### src/rtl/sc_char_rx.sv
module sc_char_rx #(
  parameter int PER0 = 32,
  parameter int PER1 = 64,
  parameter int PER2 = 372,
  parameter int PER3 = 256
) (
  input  logic       clk,
  input  logic       rst_n,
  input  logic [1:0] clk_sel,
  input  logic       msb_first,
  input  logic       data_inv,
  input  logic       odd_par,
  input  logic       rxd,
  input  logic       rd_done,
  input  logic       per_clr,
  output logic [7:0] rx_byte,
  output logic       rx_full,
  output logic       par_err,
  output logic       err_sig,
  output logic       line_oe
);
  localparam int PM01 = (PER0 > PER1) ? PER0 : PER1;
  localparam int PM23 = (PER2 > PER3) ? PER2 : PER3;
  localparam int PMAX = (PM01 > PM23) ? PM01 : PM23;
  localparam int CW   = $clog2(PMAX + 1);

  logic [CW-1:0] per, half, cnt;
  logic [3:0]    idx;
  logic [7:0]    shreg;
  logic          r1, r2, prev, busy, pacc;
  logic          smp, done, bad, dbit;

  always_comb begin
    case (clk_sel)
      2'd0:    per = CW'(PER0);
      2'd1:    per = CW'(PER1);
      2'd2:    per = CW'(PER2);
      default: per = CW'(PER3);
    endcase
  end

  assign half = per >> 1;
  assign smp  = busy && (cnt == half);
  assign done = smp && (idx == 4'd9);
  assign bad  = pacc ^ r2 ^ odd_par;
  assign dbit = r2 ^ data_inv;

  assign err_sig = 1'b0;
  assign line_oe = 1'b0;

  always_ff @(posedge clk or negedge rst_n) begin
    if (!rst_n) begin
      r1    <= 1'b1;
      r2    <= 1'b1;
      prev  <= 1'b1;
      busy  <= 1'b0;
      cnt   <= '0;
      idx   <= '0;
      shreg <= '0;
      pacc  <= 1'b0;
    end else begin
      r1   <= rxd;
      r2   <= r1;
      prev <= r2;
      if (!busy) begin
        if (prev && !r2) begin
          busy <= 1'b1;
          cnt  <= '0;
          idx  <= '0;
          pacc <= 1'b0;
        end
      end else begin
        if (cnt == per - 1'b1) begin
          cnt <= '0;
          idx <= idx + 4'd1;
        end else begin
          cnt <= cnt + 1'b1;
        end
        if (smp) begin
          if (idx == 4'd0) begin
            if (r2) busy <= 1'b0;
          end else if (idx <= 4'd8) begin
            shreg <= msb_first ? {shreg[6:0], dbit} : {dbit, shreg[7:1]};
            pacc  <= pacc ^ r2;
          end else begin
            busy <= 1'b0;
          end
        end
      end
    end
  end

  always_ff @(posedge clk or negedge rst_n) begin
    if (!rst_n) begin
      rx_byte <= '0;
      rx_full <= 1'b0;
      par_err <= 1'b0;
    end else begin
      if (done && !rx_full) rx_byte <= shreg;
      if (done)         rx_full <= 1'b1;
      else if (rd_done) rx_full <= 1'b0;
      if (done && bad)  par_err <= 1'b1;
      else if (per_clr) par_err <= 1'b0;
    end
  end

  a_r2_cnt_range: assert property (@(posedge clk) disable iff (!rst_n)
    busy |-> (cnt < per));
  a_r3_glitch_idle: assert property (@(posedge clk) disable iff (!rst_n)
    (smp && idx == 4'd0 && r2) |=> !busy);
  a_r8_hold_byte: assert property (@(posedge clk) disable iff (!rst_n)
    rx_full |=> $stable(rx_byte));
  a_r8_full_at_end: assert property (@(posedge clk) disable iff (!rst_n)
    $rose(rx_full) |-> $past(done));
  a_r6_perr_at_end: assert property (@(posedge clk) disable iff (!rst_n)
    $rose(par_err) |-> $past(done));
  a_r7_perr_sticky: assert property (@(posedge clk) disable iff (!rst_n)
    (par_err && !per_clr) |=> par_err);
  a_r7_perr_clear: assert property (@(posedge clk) disable iff (!rst_n)
    (per_clr && !done) |=> !par_err);
endmodule

### config.mk
export PLATFORM = sky130hd
export DESIGN_NAME = sc_char_rx
export DESIGN_NICKNAME = d
export VERILOG_FILES = /design/src/rtl/sc_char_rx.sv
export SDC_FILE = /design/constraint.sdc
export NUM_CORES = 1
export LEC_CHECK = 0
export BUFFER_PORTS_ARGS = -buffer_cell sky130_fd_sc_hd__buf_2
export CORE_UTILIZATION = 52
export CTS_CLUSTER_DIAMETER = 30
export DETAILED_ROUTE_END_ITERATION = 6
export GPL_TIMING_DRIVEN = 0
export PLACE_DENSITY_LB_ADDON = 0.15
export SLEW_MARGIN = 20
export SYNTH_ARGS = -nofsm -noshare
export SYNTH_HDL_FRONTEND = slang
export SYNTH_SLANG_ARGS = --single-unit
### constraint.sdc
create_clock -name clk -period 1.7 [get_ports clk]
set_input_delay 0.34 -clock clk [delete_from_list [all_inputs] [get_ports clk]]
set_output_delay 0.34 -clock clk [all_outputs]
set_load 0.02 [all_outputs]
# After elaboration in Yosys (flattened, before gate mapping)

Index checks and enable logic that the tools add are counted.

Register bits after elaboration: 36
Bits of input ports: 10
Output and inout bits: 12
Logic and storage cells: 66

$add $sub $neg: 3
Order comparisons: 1
Equality and inequality tests: 9
Muxes and demuxes: 23
Bitwise logic cells: 4
Reduce and logical (&&, ||, !) cells: 15

Operators by type and width:

| cell                                                                     | number |
|---|---|
| 9-bit two-way mux                                                        | 3 |
| 9-bit one-hot mux with 3 select lines                                    | 1 |
| 1-bit two-way mux                                                        | 15 |
| 4-bit two-way mux                                                        | 3 |
| 9-bit by 1-bit adder with 9-bit output (second input constant)           | 1 |
| 9-bit by 8-bit == test with 1-bit output                                 | 1 |
| 9-bit == test                                                            | 1 |
| 9-bit by 1-bit subtractor with 9-bit output (second input constant)      | 1 |
| 8-bit two-way mux                                                        | 1 |
| 4-bit AND reduction                                                      | 2 |
| 2-bit by 1-bit inequality test with 1-bit output (second input constant) | 3 |
| 2-bit nonzero test                                                       | 3 |
| 1-bit logical AND                                                        | 5 |
| 4-bit by 1-bit adder with 4-bit output (second input constant)           | 1 |
| 4-bit == test (second input constant)                                    | 1 |
| 4-bit <= comparator (second input constant)                              | 1 |
| 4-bit zero test                                                          | 1 |
| 1-bit bitwise XOR                                                        | 3 |
| 2-bit by 1-bit == test with 1-bit output (second input constant)         | 1 |
| 2-bit == test (second input constant)                                    | 1 |
| 1-bit zero test                                                          | 2 |
| 2-bit zero test                                                          | 1 |
| 2-bit inequality test (second input constant)                            | 1 |
| 2-bit AND reduction                                                      | 1 |
| 1-bit NOT                                                                | 1 |

# Logic depth before layout (Yosys ltp)

Gate-level depths: netlist of run 1.

Depth in word-level cells: 7
Mapped depth: 8
Mapped depth without buffers: 7

# Worst setup path after synthesis of run 1

Ideal clock, no wire load.

Kind: input port to flip-flop
Start point: in clk_sel[0]
End point: reg idx[1]
Library setup time: 0.121 ns
Arrival: 1.886 ns
Required time: 1.579 ns
Path slack: -0.306 ns
Cell stages on the path: 7
Buffers on the path: 0
Cell sequence: inv_1 -> ha_1 -> or3b_4 -> a211oi_4 -> nand2_4 -> mux2_4 -> a22o_1

Longest elaborated chain between the ends: 6
Elaborated cells on any way between the ends: 8
Classes of those cells: 1 x add/sub; 4 x eq/ne; 1 x mux; 2 x reduce/logical

RTL lines:

| element                                                        | line | text |
|---|---|---|
| from (decl)                                                    | 9    | `input logic [1:0] clk_sel,` |
| 2-bit == test, or another cell as far along                    | 34   | `case (clk_sel)` |
| 9-bit one-hot mux with 3 select lines (*)                      | 34   |  |
| 9-bit by 1-bit subtractor with 9-bit output (*)                | 73   | `if (cnt == per - 1'b1) begin` |
| 9-bit == test (*)                                              | 73   |  |
| 2-bit by 1-bit inequality test with 1-bit output (no line) (*) | -    |  |
| 2-bit AND reduction (no line) (*)                              | -    |  |
| to (signal assigned)                                           | 75   | `idx <= idx + 4'd1;` |
| to (decl)                                                      | 28   | `logic [3:0] idx;` |

Mark *: on every way between the ends. The rest lies on a longest branch, timed or not.
A chain may end at the register's enable or synchronous reset.

# Worst setup path after layout of run 1

Start point: reg cnt[2]
End point: reg idx[3]

Longest elaborated chain between the ends: 3

RTL lines:

| element                                                    | line | text |
|---|---|---|
| from (decl)                                                | 27   | `logic [CW-1:0] per, half, cnt;` |
| from (signal assigned)                                     | 77   | `cnt <= cnt + 1'b1;` |
| 9-bit == test                                              | 73   |  |
| 2-bit by 1-bit inequality test with 1-bit output (no line) | -    |  |
| 2-bit AND reduction (no line)                              | -    |  |

Every way passes these cells.

==> results of run 1 <==
## synthesized netlist by cell type, drive strengths merged
library cell and number:
nor4 1, nand3 6, xnor2 9, clkbuf 4
a22o 3, o311ai 1, dfrtp 33, a41oi 1
mux2i 7, a32o 1, nand2 11, nand2b 1
xor2 7, a21bo 1, nand4 2, o21bai 1
nor2 13, o22ai 1, nand4b 1, and3 4
o21ai 12, ha 9, inv 11, a31oi 2
buf 4, or3 4, a21o 8, or3b 1
nor3 2, o211a 1, mux2 11, a21oi 3
dfstp 3, a211oi 2, nand3b 1, conb 1
nor2b 2
## area by class of cell
type,count,area (µm²)
clock inverters,1,7.51
inverters,11,53.8
repair buffers,39,290
fillers,236,860
clock buffers,7,86.3
plain buffers,7,45.0
multi-input cells,131,1160
well taps,46,57.6
flip-flops and latches,36,910
## metrics by stage
step | hold WS, ps | TNS, ps | utilization, %
3_3_place_gp | 346 | -12060 | 61.8
2_1_floorplan | 44.4 | -1280 | -
4_1_cts | 135 | -2570 | 70.5
6_report | 128 | -2200 | 75.2
3_5_place_dp | 347 | -13920 | 61.8
5_1_grt | 129 | -4220 | 75.2
## power groups by stage
stage	clock network, W	registers, W	logic [W]
after global routing	0.000685	0.00114	0.000830
after floorplan	0	0.00107	0.000364
after global placement	0	0.00110	0.000443
after CTS	0.000645	0.00112	0.000593
after detailed placement	0	0.00111	0.000467
final	0.000632	0.00112	0.000769
## worst register-to-register path, delay by kind of cell, from the launching register on
kind                   cells  cell delay [ps]
flip-flops                 1              440
AO/OA/AOI/OAI              2              520
XOR/XNOR                   1              170
buffers and inverters      1              180
AND/OR/NAND/NOR            2              500
## worst max-delay path by stage
stage / startpoint / to / slack [ps] / cells past startpoint
after CTS: cnt[3]$_DFFE_PN0P_ / idx[1]$_DFFE_PN0P_ / -240 / 6
after detailed placement: clk_sel[0] / rx_byte[7]$_DFFE_PN0P_ / -710 / 8
after floorplan: clk_sel[0] / idx[1]$_DFFE_PN0P_ / -180 / 7
after global routing: cnt[2]$_DFFE_PN0P_ / idx[3]$_DFFE_PN0P_ / -280 / 6
final: cnt[2]$_DFFE_PN0P_ / idx[3]$_DFFE_PN0P_ / -220 / 6
after global placement: clk_sel[0] / rx_byte[7]$_DFFE_PN0P_ / -630 / 8
## registers in the layout, indices dropped and copies added (netlist names), 4 cells and up
register	cells
idx	4
cnt	9
shreg	8
rx_byte	8
## cells by family (layout without fill, tap and decap cells)
| family | after synthesis | in the layout | synth area share [%] |
|---|---|---|---|
| AND/OR/NAND/NOR | 49 | 49 | 13.2 |
| AO/OA/AOI/OAI | 37 | 37 | 13.4 |
| flip-flops | 36 | 36 | 46.0 |
| buffers and inverters | 19 | 65 | 4.39 |
| multiplexers | 18 | 18 | 10.1 |
| XOR/XNOR | 16 | 16 | 7.12 |
| adder cells (fa/ha/maj) | 9 | 9 | 5.73 |
| other | 1 | 2 | 0.191 |
## timing repair
| item | 4_1_cts | 5_1_grt |
|---|---|---|
| gates cloned | 1 | 0 |
| buffers inserted | 11 | 9 |
| endpoints found under the setup margin | 30 | 31 |
| resized for setup | 33 | 29 |
| pin swaps | 16 | 14 |
| hold buffers | 0 | 0 |
## routing by layer
layer	wire length [µm]	track usage [%]	up-vias	share of wire, %
li1	-	-	735	-
met1	1990	30.8	755	46
met2	2120	35.6	34	49
met3	160	6.70	8	3.7
met4	60	8.52	0	1.4
met5	0	0	-	0
==> results.py, run 1 <==
metrics = {
    "worst_setup_path": {
        "path_buf_inv": 1,
        "start_kind": "flop",
        "critPathTopFamily": "compound AO/OA/AOI/OAI gates",
        "r2r-start": "cnt[2]$_DFFE_PN0P_",
        "arrival_ps": 2110,
        "slowest_delay_ps": 440,
        "rrSetupSlack_ps": -220,
        "cp_data_required_time_ps": 1890,
        "path_cells": "or3b_4 > a211oi_4 > buf_6 > nand3_4 > xnor2_2 > a22o_1",
        "end_kind": "flop",
        "r2r_end": "idx[3]$_DFFE_PN0P_",
        "cp_slowest_cell": "dfrtp_2",
        "cp_max_fo": 6,
        "reg2reg_depth": 6,
        "path_class": "reg2reg",
    },
    "power": {
        "p_seq_share_pct": 44.5,
        "swShare_pct": 33.2,
        "power_w": 0.00252,
        "p_comb_share_pct": 30.5,
        "cellInternalPower_w": 0.00169,
        "power.density_nw_per_um2": 968,
        "leakage_nw": 1.29,
        "power.share.clock_pct": 25.1,
        "p_sw_w": 0.000837,
        "vdd_drop_max_v": 0.000660,
    },
    "timing": {
        "worst_clock_skew_ps": 5.58,
        "max_clock_freq_mhz": 520,
        "rsz0062_at_grt": "true",
        "slew_violations": 0,
        "finalSetupViolCount": 21,
        "slew_headroom_pct": 47.7,
        "min_period_over_period_pct": 113,
        "finalWorstSetupSlack_ps": -224,
        "hold_violations": 0,
        "worstMarginPinSlew_ps": 784,
        "layout_min_cycle_time_ps": 1920,
    },
    "layout": {
        "final_cell_mix": "dfrtp_1, buf_4, buf_2",
        "layout_commonest_cell": "dfrtp_1",
        "final_cells": 278,
        "final_area_um2": 2610,
        "antenna_cells": 0,
        "area_growth_pct": 32.6,
        "drive_above_1_share_pct": 43.1,
        "num-nets-final": 250,
    },
    "global_route": {
        "grt_pass1_wl_um": 7040,
        "grtUsageTotal_pct": 23.2,
        "grt.overflow.total": 0,
        "antenna_found_initial": 0,
        "grt_pass1_vias": 1481,
        "grt_max_degree": 37,
    },
    "cts": {
        "clk_pin_slew_ps": 70,
        "cts_buffer_depth": 2,
        "cts_buffers": 5,
        "cts_tree": "yes",
        "insertion_delay_ps": 290,
        "cts_sinks": 36,
        "cts-root-buf": "clkbuf_8",
        "h-tree-depth": 2,
    },
    "logic_synthesis": {
        "synth.top_cell.area_share_pct": 42.0,
        "ys_ff_latch": 36,
        "ys_types": 44,
        "synth.largest_area_cell": "dfrtp_1",
        "yosys_warnings": 0,
        "synth_area_per_cell_um2": 10.6,
        "netlist_area_um2": 1970,
        "netlist_top_cells_area": "dfrtp_1, ha_1, mux2_2",
        "syn_inst": 185,
        "ys_seq_area_share_pct": 46.0,
    },
    "drt": {
        "vias": 1532,
        "drt_iter0_drc": 81,
        "drt_pass1_iterations": 4,
        "drt-total-wl_um": 4330,
        "wl_per_cell_um": 15.6,
        "ant_nets": 0,
        "drc_errors": 0,
        "viasPerCell": 5.51,
    },
    "placed_design": {
        "dpl.cell_count": 250,
        "dpl_worst_slack_ps": -708,
        "post_dp_cell_area_um2": 2140,
        "portBuffers": 18,
        "hpwl_um": 2700,
        "gp_congestion": 0.829,
    },
    "floorplanning": {
        "die_h_um": 63.5,
        "row_count": 21,
        "initial_core_util_pct": 56.7,
        "floorplan.io_pins": 22,
        "coreArea_um2": 3470,
        "die_x_um": 63.5,
        "dieArea_um2": 4030,
    },
    "status": {
        "status": "finished with violations",
        "violations": "negative setup slack",
    },
    "run": {
        "maxCapViolations": 0,
    },
    "worst_hold_path": {
        "hold_path.class": "in2async",
    },
}
Note: power is estimated with default switching activity, not from simulation.
==> run 2: changes to the inputs <==
--- a/config.mk
+++ b/config.mk
@@ -6,7 +6,9 @@
 export NUM_CORES = 1
 export LEC_CHECK = 0
 export BUFFER_PORTS_ARGS = -buffer_cell sky130_fd_sc_hd__buf_2
-export CORE_UTILIZATION = 52
+export CELL_PAD_IN_SITES_DETAIL_PLACEMENT = 0
+export CELL_PAD_IN_SITES_GLOBAL_PLACEMENT = 2
+export CORE_UTILIZATION = 34
 export CTS_CLUSTER_DIAMETER = 30
 export DETAILED_ROUTE_END_ITERATION = 6
 export GPL_TIMING_DRIVEN = 0
==> run 2 against run 1 <==
  * The flow still finishes with violations (negative setup slack)
  * Largest power group unchanged
  * Fmax rose by 2.9%
  * Setup slack better by 54 ps
  * Critical path type unchanged
  * Clock skew about the same
  * Sequential power hardly changed
  * Highest routed layer unchanged
==> results.py, run 2 (synthesized netlist as in run 1, its figures left out) <==
metrics = {
    "status": {
        "status": "finished with violations",
        "violations": "negative setup slack",
    },
    "worst_setup_path": {
        "end_kind": "flop",
        "path_class": "reg2reg",
        "arrival_ps": 2050,
        "r2r-start": "cnt[2]$_DFFE_PN0P_",
        "cp-startpoint": "cnt[2]$_DFFE_PN0P_",
        "cp_max_fo": 6,
        "cp_data_required_time_ps": 1880,
        "start_kind": "flop",
    },
    "drt": {
        "wl_per_cell_um": 14.8,
        "viasPerCell": 4.93,
        "drt_pass1_iterations": 4,
        "vias": 1489,
        "ant_nets": 0,
        "drt-total-wl_um": 4460,
        "drt_iter0_drc": 56,
        "drc_errors": 0,
    },
    "layout": {
        "final_area_um2": 2630,
        "largest_reg_flops": 9,
        "layout_commonest_cell": "dfrtp_1",
        "num-nets-final": 248,
        "regMostFlops": "cnt",
        "final_cell_mix": "dfrtp_1, buf_2, buf_4",
        "utilization_pct": 47.5,
        "largest_registers": "cnt: 9 flops, rx_byte: 8 flops, shreg: 8 flops",
        "antenna_cells": 0,
        "area_growth_pct": 33.7,
        "drive_above_1_share_pct": 41.3,
    },
    "power": {
        "power.density_nw_per_um2": 947,
        "leakage_nw": 1.27,
        "vdd_drop_max_v": 0.000532,
    },
    "cts": {
        "cts_sinks": 36,
        "cts_buffers": 5,
        "h-tree-depth": 2,
        "cts_tree": "yes",
        "cts_buffer_depth": 2,
        "cts-root-buf": "clkbuf_8",
        "clk_pin_slew_ps": 80,
        "holdBufCountCts": 0,
        "insertion_delay_ps": 290,
    },
    "timing": {
        "finalSetupTns_ps": -2490,
        "worst_clock_skew_ps": 5.94,
        "worstMarginPinSlew_ps": 841,
        "max_clock_freq_mhz": 535,
        "slew_violations": 0,
        "rsz0062_at_grt": "true",
        "finalSetupViolCount": 29,
        "min_period_over_period_pct": 110,
        "slew_headroom_pct": 43.9,
        "finalWorstSetupSlack_ps": -171,
        "layout_min_cycle_time_ps": 1870,
        "hold_violations": 0,
    },
    "global_route": {
        "grt_pass1_wl_um": 7420,
        "antenna_found_initial": 0,
        "grt.overflow.total": 0,
        "grt_pass1_vias": 1535,
        "grt_max_degree": 37,
        "grtUsageTotal_pct": 15.9,
    },
    "floorplanning": {
        "die_h_um": 78.1,
        "initial_core_util_pct": 35.5,
        "row_count": 27,
        "dieArea_um2": 6090,
        "floorplan.io_pins": 22,
        "coreArea_um2": 5540,
        "die_x_um": 78.1,
    },
    "placed_design": {
        "post_dp_cell_area_um2": 2180,
        "portBuffers": 18,
        "gp_congestion": 0.734,
        "hpwl_um": 2940,
        "dpl_worst_slack_ps": -775,
    },
    "worst_hold_path": {
        "hold_path.class": "in2async",
    },
    "run": {
        "maxCapViolations": 0,
    },
}
## run 2: metal layers
metal	up-vias	global-route usage, %	wire length, µm	part of all wire [%]
li1	725	-	-	-
met1	738	19.2	2050	46
met2	20	27.7	2220	50
met3	6	3.49	123	2.8
met4	0	5.56	68	1.5
met5	-	0	0	0
## run 2: final cells by class
| class | instances | area (µm²) |
|---|---|---|
| Tap cell | 72 | 90.1 |
| Sequential cell | 36 | 908 |
| Multi-Input combinational cell | 131 | 1160 |
| Timing Repair Buffer | 37 | 270 |
| Clock buffer | 8 | 100 |
| Inverter | 11 | 53.8 |
| Fill cell | 523 | 2910 |
| Buffer | 7 | 45.0 |
## run 2: repair_timing
action | in CTS | in global routing
cloned | 1 | 0
endpoints found under the setup margin | 31 | 30
resized for setup | 34 | 23
pin swaps | 12 | 12
buffers inserted | 11 | 7
## run 2: stage by stage
stage,instances,hold WS [ps],power [W]
3_3_place_gp,276,348,0.00157
5_1_grt,302,128,0.00265
6_report,302,146,0.00249
4_1_cts,296,133,0.00240
3_5_place_dp,276,348,0.00157
2_1_floorplan,186,44.4,0.00144
## run 2: worst paths after layout
kind                       depth (start not counted)                      to  slack [ps]
setup / recovery                                   5      idx[1]$_DFFE_PN0P_        -170
hold / removal                                     1  rx_byte[3]$_DFFE_PN0P_         150
setup reg to reg                                   5      idx[1]$_DFFE_PN0P_        -170
hold reg to reg                                    0            r2$_DFF_PN1_         360
max in group asynchronous                          1      cnt[8]$_DFFE_PN0P_         960
min in group clk                                   1            r1$_DFF_PN1_         150
## run 2: power breakdown
| group | total, W | switching (W) | internal [W] |
|---|---|---|---|
| clock network | 0.000684 | 0.000313 | 0.000370 |
| logic | 0.000691 | 0.000342 | 0.000349 |
| registers | 0.00112 | 0.000154 | 0.000962 |
| total | 0.00249 | 0.000809 | 0.00168 |
## run 2: worst max-delay path: stages, from the launching register on
cell	delay [ps]
dfrtp_2	440
or3b_4	410
a211oi_4	320
nand2_4	90
mux2_4	300
a22o_1	200
